[src/rtl/trk_sel_pkg.sv]
`timescale 1ns/1ps
package trk_sel_pkg;
  parameter int PT_W  = 16;
  parameter int CHI_W = 8;

  typedef struct packed {
    logic             v;
    logic [PT_W-1:0]  pt;
    logic [CHI_W-1:0] chi;
  } cand_t;

  typedef enum logic [1:0] {
    SEL_MAX_PT  = 2'd0,
    SEL_PAIR    = 2'd1,
    SEL_MIN_CHI = 2'd2,
    SEL_MAX_ALT = 2'd3
  } sel_mode_e;
endpackage

[src/rtl/trk_best_hold.sv]
`timescale 1ns/1ps
// Keeps the single best candidate seen so far; BY_PT picks the ordering key.
module trk_best_hold
  import trk_sel_pkg::*;
#(
  parameter bit BY_PT = 1'b1
) (
  input  logic  clk,
  input  logic  rst_n,
  input  cand_t in_c,
  input  logic  clr,
  output cand_t nxt_c
);
  cand_t q_c;
  logic  take;

  generate
    if (BY_PT) begin : g_pt
      assign take = in_c.v && (!q_c.v || (in_c.pt > q_c.pt));
    end else begin : g_chi
      assign take = in_c.v && (!q_c.v || (in_c.chi < q_c.chi));
    end
  endgenerate

  always_comb begin
    nxt_c = take ? in_c : q_c;
  end

  always_ff @(posedge clk or negedge rst_n) begin
    if (!rst_n) begin
      q_c <= '0;
    end else if (clr || take) begin
      q_c <= clr ? cand_t'('0) : nxt_c;
    end
  end
endmodule

[src/rtl/trk_pair_hold.sv]
`timescale 1ns/1ps
// Keeps the two lowest chi-square candidates, slot 0 holding the lower.
module trk_pair_hold
  import trk_sel_pkg::*;
(
  input  logic  clk,
  input  logic  rst_n,
  input  cand_t in_c,
  input  logic  clr,
  output cand_t nxt0,
  output cand_t nxt1
);
  cand_t q0, q1;
  logic  upd;

  always_comb begin
    nxt0 = q0;
    nxt1 = q1;
    upd  = 1'b0;
    if (in_c.v) begin
      if (!q0.v) begin
        nxt0 = in_c;
        upd  = 1'b1;
      end else if (in_c.chi < q0.chi) begin
        nxt1 = q0;
        nxt0 = in_c;
        upd  = 1'b1;
      end else if (!q1.v || (in_c.chi < q1.chi)) begin
        nxt1 = in_c;
        upd  = 1'b1;
      end
    end
  end

  always_ff @(posedge clk or negedge rst_n) begin
    if (!rst_n) begin
      q0 <= '0;
      q1 <= '0;
    end else if (clr || upd) begin
      q0 <= clr ? cand_t'('0) : nxt0;
      q1 <= clr ? cand_t'('0) : nxt1;
    end
  end
endmodule

[src/rtl/trk_pick.sv]
`timescale 1ns/1ps
// Chooses the final candidate by strategy and forms the trigger bit.
module trk_pick
  import trk_sel_pkg::*;
(
  input  logic [1:0]      mode,
  input  cand_t           by_pt,
  input  cand_t           by_chi,
  input  cand_t           pr0,
  input  cand_t           pr1,
  input  logic [PT_W-1:0] cut,
  output cand_t           pick,
  output logic            trig
);
  cand_t pair_pick;

  always_comb begin
    pair_pick = pr0;
    if (pr1.v && (pr1.pt > pr0.pt)) pair_pick = pr1;
  end

  always_comb begin
    unique case (sel_mode_e'(mode))
      SEL_PAIR:    pick = pair_pick;
      SEL_MIN_CHI: pick = by_chi;
      default:     pick = by_pt;
    endcase
    trig = pick.v && (pick.pt >= cut);
  end
endmodule

[src/rtl/trk_cand_sel.sv]
`timescale 1ns/1ps
module trk_cand_sel
  import trk_sel_pkg::*;
#(
  parameter int CHI_MAX = 40
) (
  input  logic             clk,
  input  logic             rst_n,
  input  logic             cand_vld,
  input  logic [PT_W-1:0]  cand_pt,
  input  logic [CHI_W-1:0] cand_chi2,
  input  logic             cand_fit_ok,
  input  logic             region_end,
  input  logic [1:0]       sel_mode,
  input  logic [PT_W-1:0]  pt_cut,
  output logic             res_vld,
  output logic [PT_W-1:0]  res_pt,
  output logic [CHI_W-1:0] res_chi2,
  output logic             res_trig,
  output logic             res_none
);
  localparam logic [CHI_W-1:0] CHI_LIM = CHI_W'(CHI_MAX);

  cand_t in_c;
  cand_t best [2];
  cand_t pr0, pr1, pick;
  logic  trig;

  always_comb begin
    in_c.v   = cand_vld && cand_fit_ok && (cand_chi2 <= CHI_LIM);
    in_c.pt  = cand_pt;
    in_c.chi = cand_chi2;
  end

  // slot 0 keyed on momentum, slot 1 keyed on chi-square
  for (genvar g = 0; g < 2; g++) begin : g_best
    trk_best_hold #(.BY_PT(g == 0)) u_hold (
      .clk   (clk),
      .rst_n (rst_n),
      .in_c  (in_c),
      .clr   (region_end),
      .nxt_c (best[g])
    );
  end

  trk_pair_hold u_pair (
    .clk   (clk),
    .rst_n (rst_n),
    .in_c  (in_c),
    .clr   (region_end),
    .nxt0  (pr0),
    .nxt1  (pr1)
  );

  trk_pick u_pick (
    .mode   (sel_mode),
    .by_pt  (best[0]),
    .by_chi (best[1]),
    .pr0    (pr0),
    .pr1    (pr1),
    .cut    (pt_cut),
    .pick   (pick),
    .trig   (trig)
  );

  logic             vld_d;
  logic [PT_W-1:0]  pt_d;
  logic [CHI_W-1:0] chi_d;
  logic             trig_d, none_d;

  always_comb begin
    vld_d  = region_end;
    pt_d   = pick.v ? pick.pt  : '0;
    chi_d  = pick.v ? pick.chi : '0;
    trig_d = trig;
    none_d = !pick.v;
  end

  always_ff @(posedge clk or negedge rst_n) begin
    if (!rst_n) begin
      res_vld <= 1'b0;
    end else begin
      res_vld <= vld_d;
    end
  end

  always_ff @(posedge clk or negedge rst_n) begin
    if (!rst_n) begin
      res_pt   <= '0;
      res_chi2 <= '0;
      res_trig <= 1'b0;
      res_none <= 1'b0;
    end else if (region_end) begin
      res_pt   <= pt_d;
      res_chi2 <= chi_d;
      res_trig <= trig_d;
      res_none <= none_d;
    end
  end
endmodule

[config.mk]
export PLATFORM = sky130hd
export DESIGN_NAME = trk_cand_sel
export DESIGN_NICKNAME = d
export VERILOG_FILES = /design/src/rtl/trk_sel_pkg.sv /design/src/rtl/trk_best_hold.sv /design/src/rtl/trk_pair_hold.sv /design/src/rtl/trk_pick.sv /design/src/rtl/trk_cand_sel.sv
export SDC_FILE = /design/constraint.sdc
export NUM_CORES = 1
export LEC_CHECK = 0
export ABC_AREA = 1
export BUFFER_PORTS_ARGS = -buffer_cell sky130_fd_sc_hd__buf_4
export CAP_MARGIN = 10
export CORE_MARGIN = 2
export CORE_UTILIZATION = 58
export CTS_BUF_LIST = sky130_fd_sc_hd__clkbuf_16
export DETAILED_ROUTE_END_ITERATION = 7
export PLACE_DENSITY = 0.86
export SLEW_MARGIN = 20
export SYNTH_ARGS = -nofsm -noshare
export SYNTH_HDL_FRONTEND = slang
export SYNTH_SLANG_ARGS = --single-unit
[constraint.sdc]
create_clock -name clk -period 9.29 [get_ports clk]
set_input_delay 1.858 -clock clk [delete_from_list [all_inputs] [get_ports clk]]
set_output_delay 1.858 -clock clk [all_outputs]
set_load 0.05 [all_outputs]
==> impl_summary.log <==
INFO  metric cts-root-to-sink-buffers = 2
INFO  metric antenna_cells_inserted = 0
INFO  metric cts_buffers = 17
INFO  metric fillers = roughly 1300
INFO  metric clock_pin_slew_on_the_worst_setup_and_hold_paths = ~60 ps
INFO  metric sequential_fraction_of_the_synthesis_area = between 30% and 40%
INFO  metric start_util = about three fifths
INFO  metric grt_use_total = between 30% and 40%
INFO  metric origin_of_the_worst_min_delay_path = res_chi2[2]$_DFFE_PN0P_
INFO  metric count_of_yosys_warnings_during_synthesis = 0
INFO  metric htree_num_levels = 4
INFO  metric worst_hold_path.endpoint = res_chi2[2]$_DFFE_PN0P_
INFO  metric worst_clock_skew = about 14 ps
INFO  metric rrSetupSlack = approximately 3000 ps
INFO  metric insertion_delay = between 400 and 500 ps
INFO  metric critical_path.slowest_cell = inv_1
INFO  metric fraction_of_the_core_area_covered_by_cells_at_the_end_of_the_flow = 65.8%
INFO  metric fmax_achieved = about 0.13 GHz
INFO  metric detailedRoute.firstIterationViolations = about 870
INFO  metric endpoint_kind = flop
INFO  metric slowest_delay = ~870 ps
INFO  metric unrepaired_setup_endpoints_after_global_routing = no
INFO  metric dp_hpwl = 16.6 mm
INFO  metric crit_required = 9650 ps
INFO  metric run_status = finished clean
INFO  metric fin_crit_sh = 81.2%
INFO  metric syn_area_per_cell = between 6 and 7 um2
INFO  metric power_per_cell_area = about 150 nW/um2
INFO  metric clock_sinks = around 130
INFO  metric power.share.sequential = between 30% and 40%
INFO  metric syn2layout_area_growth = 12.3%
INFO  metric critPathKind = in -> reg
INFO  metric slew-limit-headroom = 22.6%
INFO  metric net_sw_power = around 0.46 mW
INFO  metric report.power.total = between 1 and 1.5 mW
INFO  metric io-pin-count = 74
INFO  metric drc = 0
INFO  metric leakage = approximately 5.8 nW
INFO  metric crit_path_frequent_cell = nand2_1
INFO  metric power_switching_share = a little under a third
INFO  metric multi_input_comb_area = roughly 4600 um2
INFO  metric layout.cells.most_common = nand2_1
INFO  metric post_synthesis_instance_total = ~1300
INFO  metric p_comb_share = 18.6%
INFO  metric die-height = ~130 um
INFO  metric netlist_area = 8800 um2
INFO  metric hold_path_depth = 2
INFO  metric count_of_distinct_cell_types_in_the_synthesized_netlist = 27
INFO  metric r2r_cells = 32
INFO  metric cp.arrival = between 7000 and 8000 ps
INFO  metric max_slew.worst_pin.slew = between 1000 and 1500 ps
INFO  metric drive_above_1_share = 9.06%
INFO  metric setup_viol = 0
INFO  metric reg2reg_start = u_pair.q1[3]$_DFFE_PN0P_
INFO  metric cap_violations = 0
INFO  metric grt_max_degree = 93
INFO  metric commonest_cells_after_routing_fill_and_taps_aside = nand2_1 (459), inv_1 (199), nand3_1 (128), dfrtp_1 (127), nor2_1 (112)
INFO  metric antenna_found_initial = 0
INFO  metric grt_pass1_wl = 40.2 mm
INFO  metric power.ir.vdd_worst = about 0.00013 V
INFO  metric floorplan.die_area = 16200 um2
INFO  metric worst_hold_path_type = reg -> reg
INFO  metric grt_remaining_overflow = 0
INFO  metric via_per_inst = roughly 5.6
INFO  metric placement.io_buffers = 73
INFO  metric synth_seq_cells = 127
INFO  metric cts_root_buffer = clkbuf_16
INFO  metric dr.pass1.iters = 6
INFO  metric power.internal = 1.02 mW
INFO  metric numPlacedInstances = between 1500 and 2000
INFO  metric timing.critical_path.from_type = input port
INFO  metric setup-tns-final = 0 ps
INFO  metric final-instance-count-excl-fill = 1557
INFO  metric first_global_vias = about 8300
INFO  metric final-hold-violation-count = 0
INFO  metric reg2reg_to = res_trig$_DFFE_PN0P_
INFO  metric synth.net_count = ~1400
INFO  metric critical_path.max_fanout = 26
INFO  metric regArea = about 3200 um2
INFO  metric die_x = between 100 and 150 um
INFO  metric tritoncts_clock_tree = built
INFO  metric fin_crit = ~7500 ps
INFO  metric ant_nets = 0
INFO  metric routed_wl = between 20 and 25 mm
INFO  metric power.clock.fraction = about 42%
INFO  metric gpl.final_weighted_congestion = 0.963
INFO  metric dr_total_vias = approximately 8600
INFO  metric placement_rows = between 40 and 50
INFO  metric route.detailed.wl_per_inst = approximately 16 um
INFO  metric cts_setup_buffers = 0
INFO  metric area_inside_the_core_boundary = about 15000 um2
INFO  metric final_net_count = roughly 1500
INFO  metric post_cts_resized = 0
INFO  metric slew_violations = 0
INFO  metric postCtsHoldBufs = 0
## metrics by stage
step | instance area (um2) | hold slack [ps] | setup slack, ps
after detailed placement | 9340 | 467 | 1600
after global placement | 9340 | 465 | 1680
after floorplan | 8800 | 473 | 3540
after global routing | 9890 | 504 | 1260
final | 9890 | 478 | 1750
after CTS | 9890 | 484 | 1870
## per-layer routing
layer | up-vias | GRT usage [%] | share of wire (%)
li1 | 4142 | - | -
met1 | 4033 | 39.9 | 42
met2 | 385 | 51.6 | 47
met3 | 83 | 6.11 | 6.9
met4 | 0 | 16.3 | 4.6
met5 | - | 0 | 0
## power groups by stage
stage / Sequential [mW] / Combinational, mW / Clock (mW)
2_1_floorplan: 0.620 / 0.142 / 0
3_3_place_gp: 0.587 / 0.262 / 0
3_5_place_dp: 0.587 / 0.267 / 0
4_1_cts: 0.578 / 0.272 / 0.629
5_1_grt: 0.579 / 0.303 / 0.656
6_report: 0.578 / 0.276 / 0.628
## synthesized netlist by cell type (all sizes together)
| cell type | n | area [um2] |
|---|---|---|
| nand2 | 468 | 1790 |
| inv | 204 | 768 |
| nand3 | 129 | 651 |
| dfrtp | 127 | 3180 |
| nor2 | 112 | 420 |
| ha | 71 | 888 |
| a21oi | 61 | 305 |
| o21ai | 41 | 216 |
| buf | 31 | 183 |
| and2 | 30 | 188 |
| clkbuf | 23 | 86.3 |
| nor3 | 6 | 30.0 |
| nand4 | 3 | 18.8 |
| o21a | 3 | 22.5 |
| nor4 | 2 | 25.0 |
| o21bai | 2 | 15.0 |
| o311a | 1 | 10.0 |
| o31a | 1 | 8.76 |
## area by class of cell
class                      count  area share, %
timing repair buffer          76           5.77
inverter                     204           7.77
clock inverter                15           1.25
multi-input combinational    930           46.4
sequential                   127           32.1
clock buffer                  17           4.30
tap                          188           2.38
## kinds of logic (layout without fill, tap and decap cells)
logic type,count (synthesis),after routing,share of synthesized area [%]
AO/OA/AOI/OAI,109,109,6.57
AND/OR/NAND/NOR,750,750,35.5
adder cells (fa/ha/maj),71,71,10.1
buffers and inverters,258,312,11.8
flip-flops,127,127,36.1
## state kept, by name, summed over array words and instances, names as in the netlist
signal and flops:
g_best.u_hold.q_c 50, res_vld 1, u_pair.q0 25, res_pt 16, u_pair.q1 25, res_none 1
res_chi2 8, res_trig 1
## worst max-delay path by stage
stage,from,endpoint,slack (ps),depth (start not counted)
after floorplan,cand_chi2[5],res_trig$_DFFE_PN0P_,3540,29
after global placement,cand_chi2[3],res_trig$_DFFE_PN0P_,1680,33
after detailed placement,cand_chi2[5],res_trig$_DFFE_PN0P_,1600,27
after CTS,cand_chi2[3],res_trig$_DFFE_PN0P_,1870,32
after global routing,cand_chi2[3],res_trig$_DFFE_PN0P_,1260,32
final,cand_chi2[3],res_trig$_DFFE_PN0P_,1750,32
## worst max-delay path: cells and delay by family
family	cells	cell delay, ps
AND/OR/NAND/NOR	22	2770
adder cells (fa/ha/maj)	3	880
buffers and inverters	4	1130
AO/OA/AOI/OAI	3	1220
(Power assumes the default switching activity.)
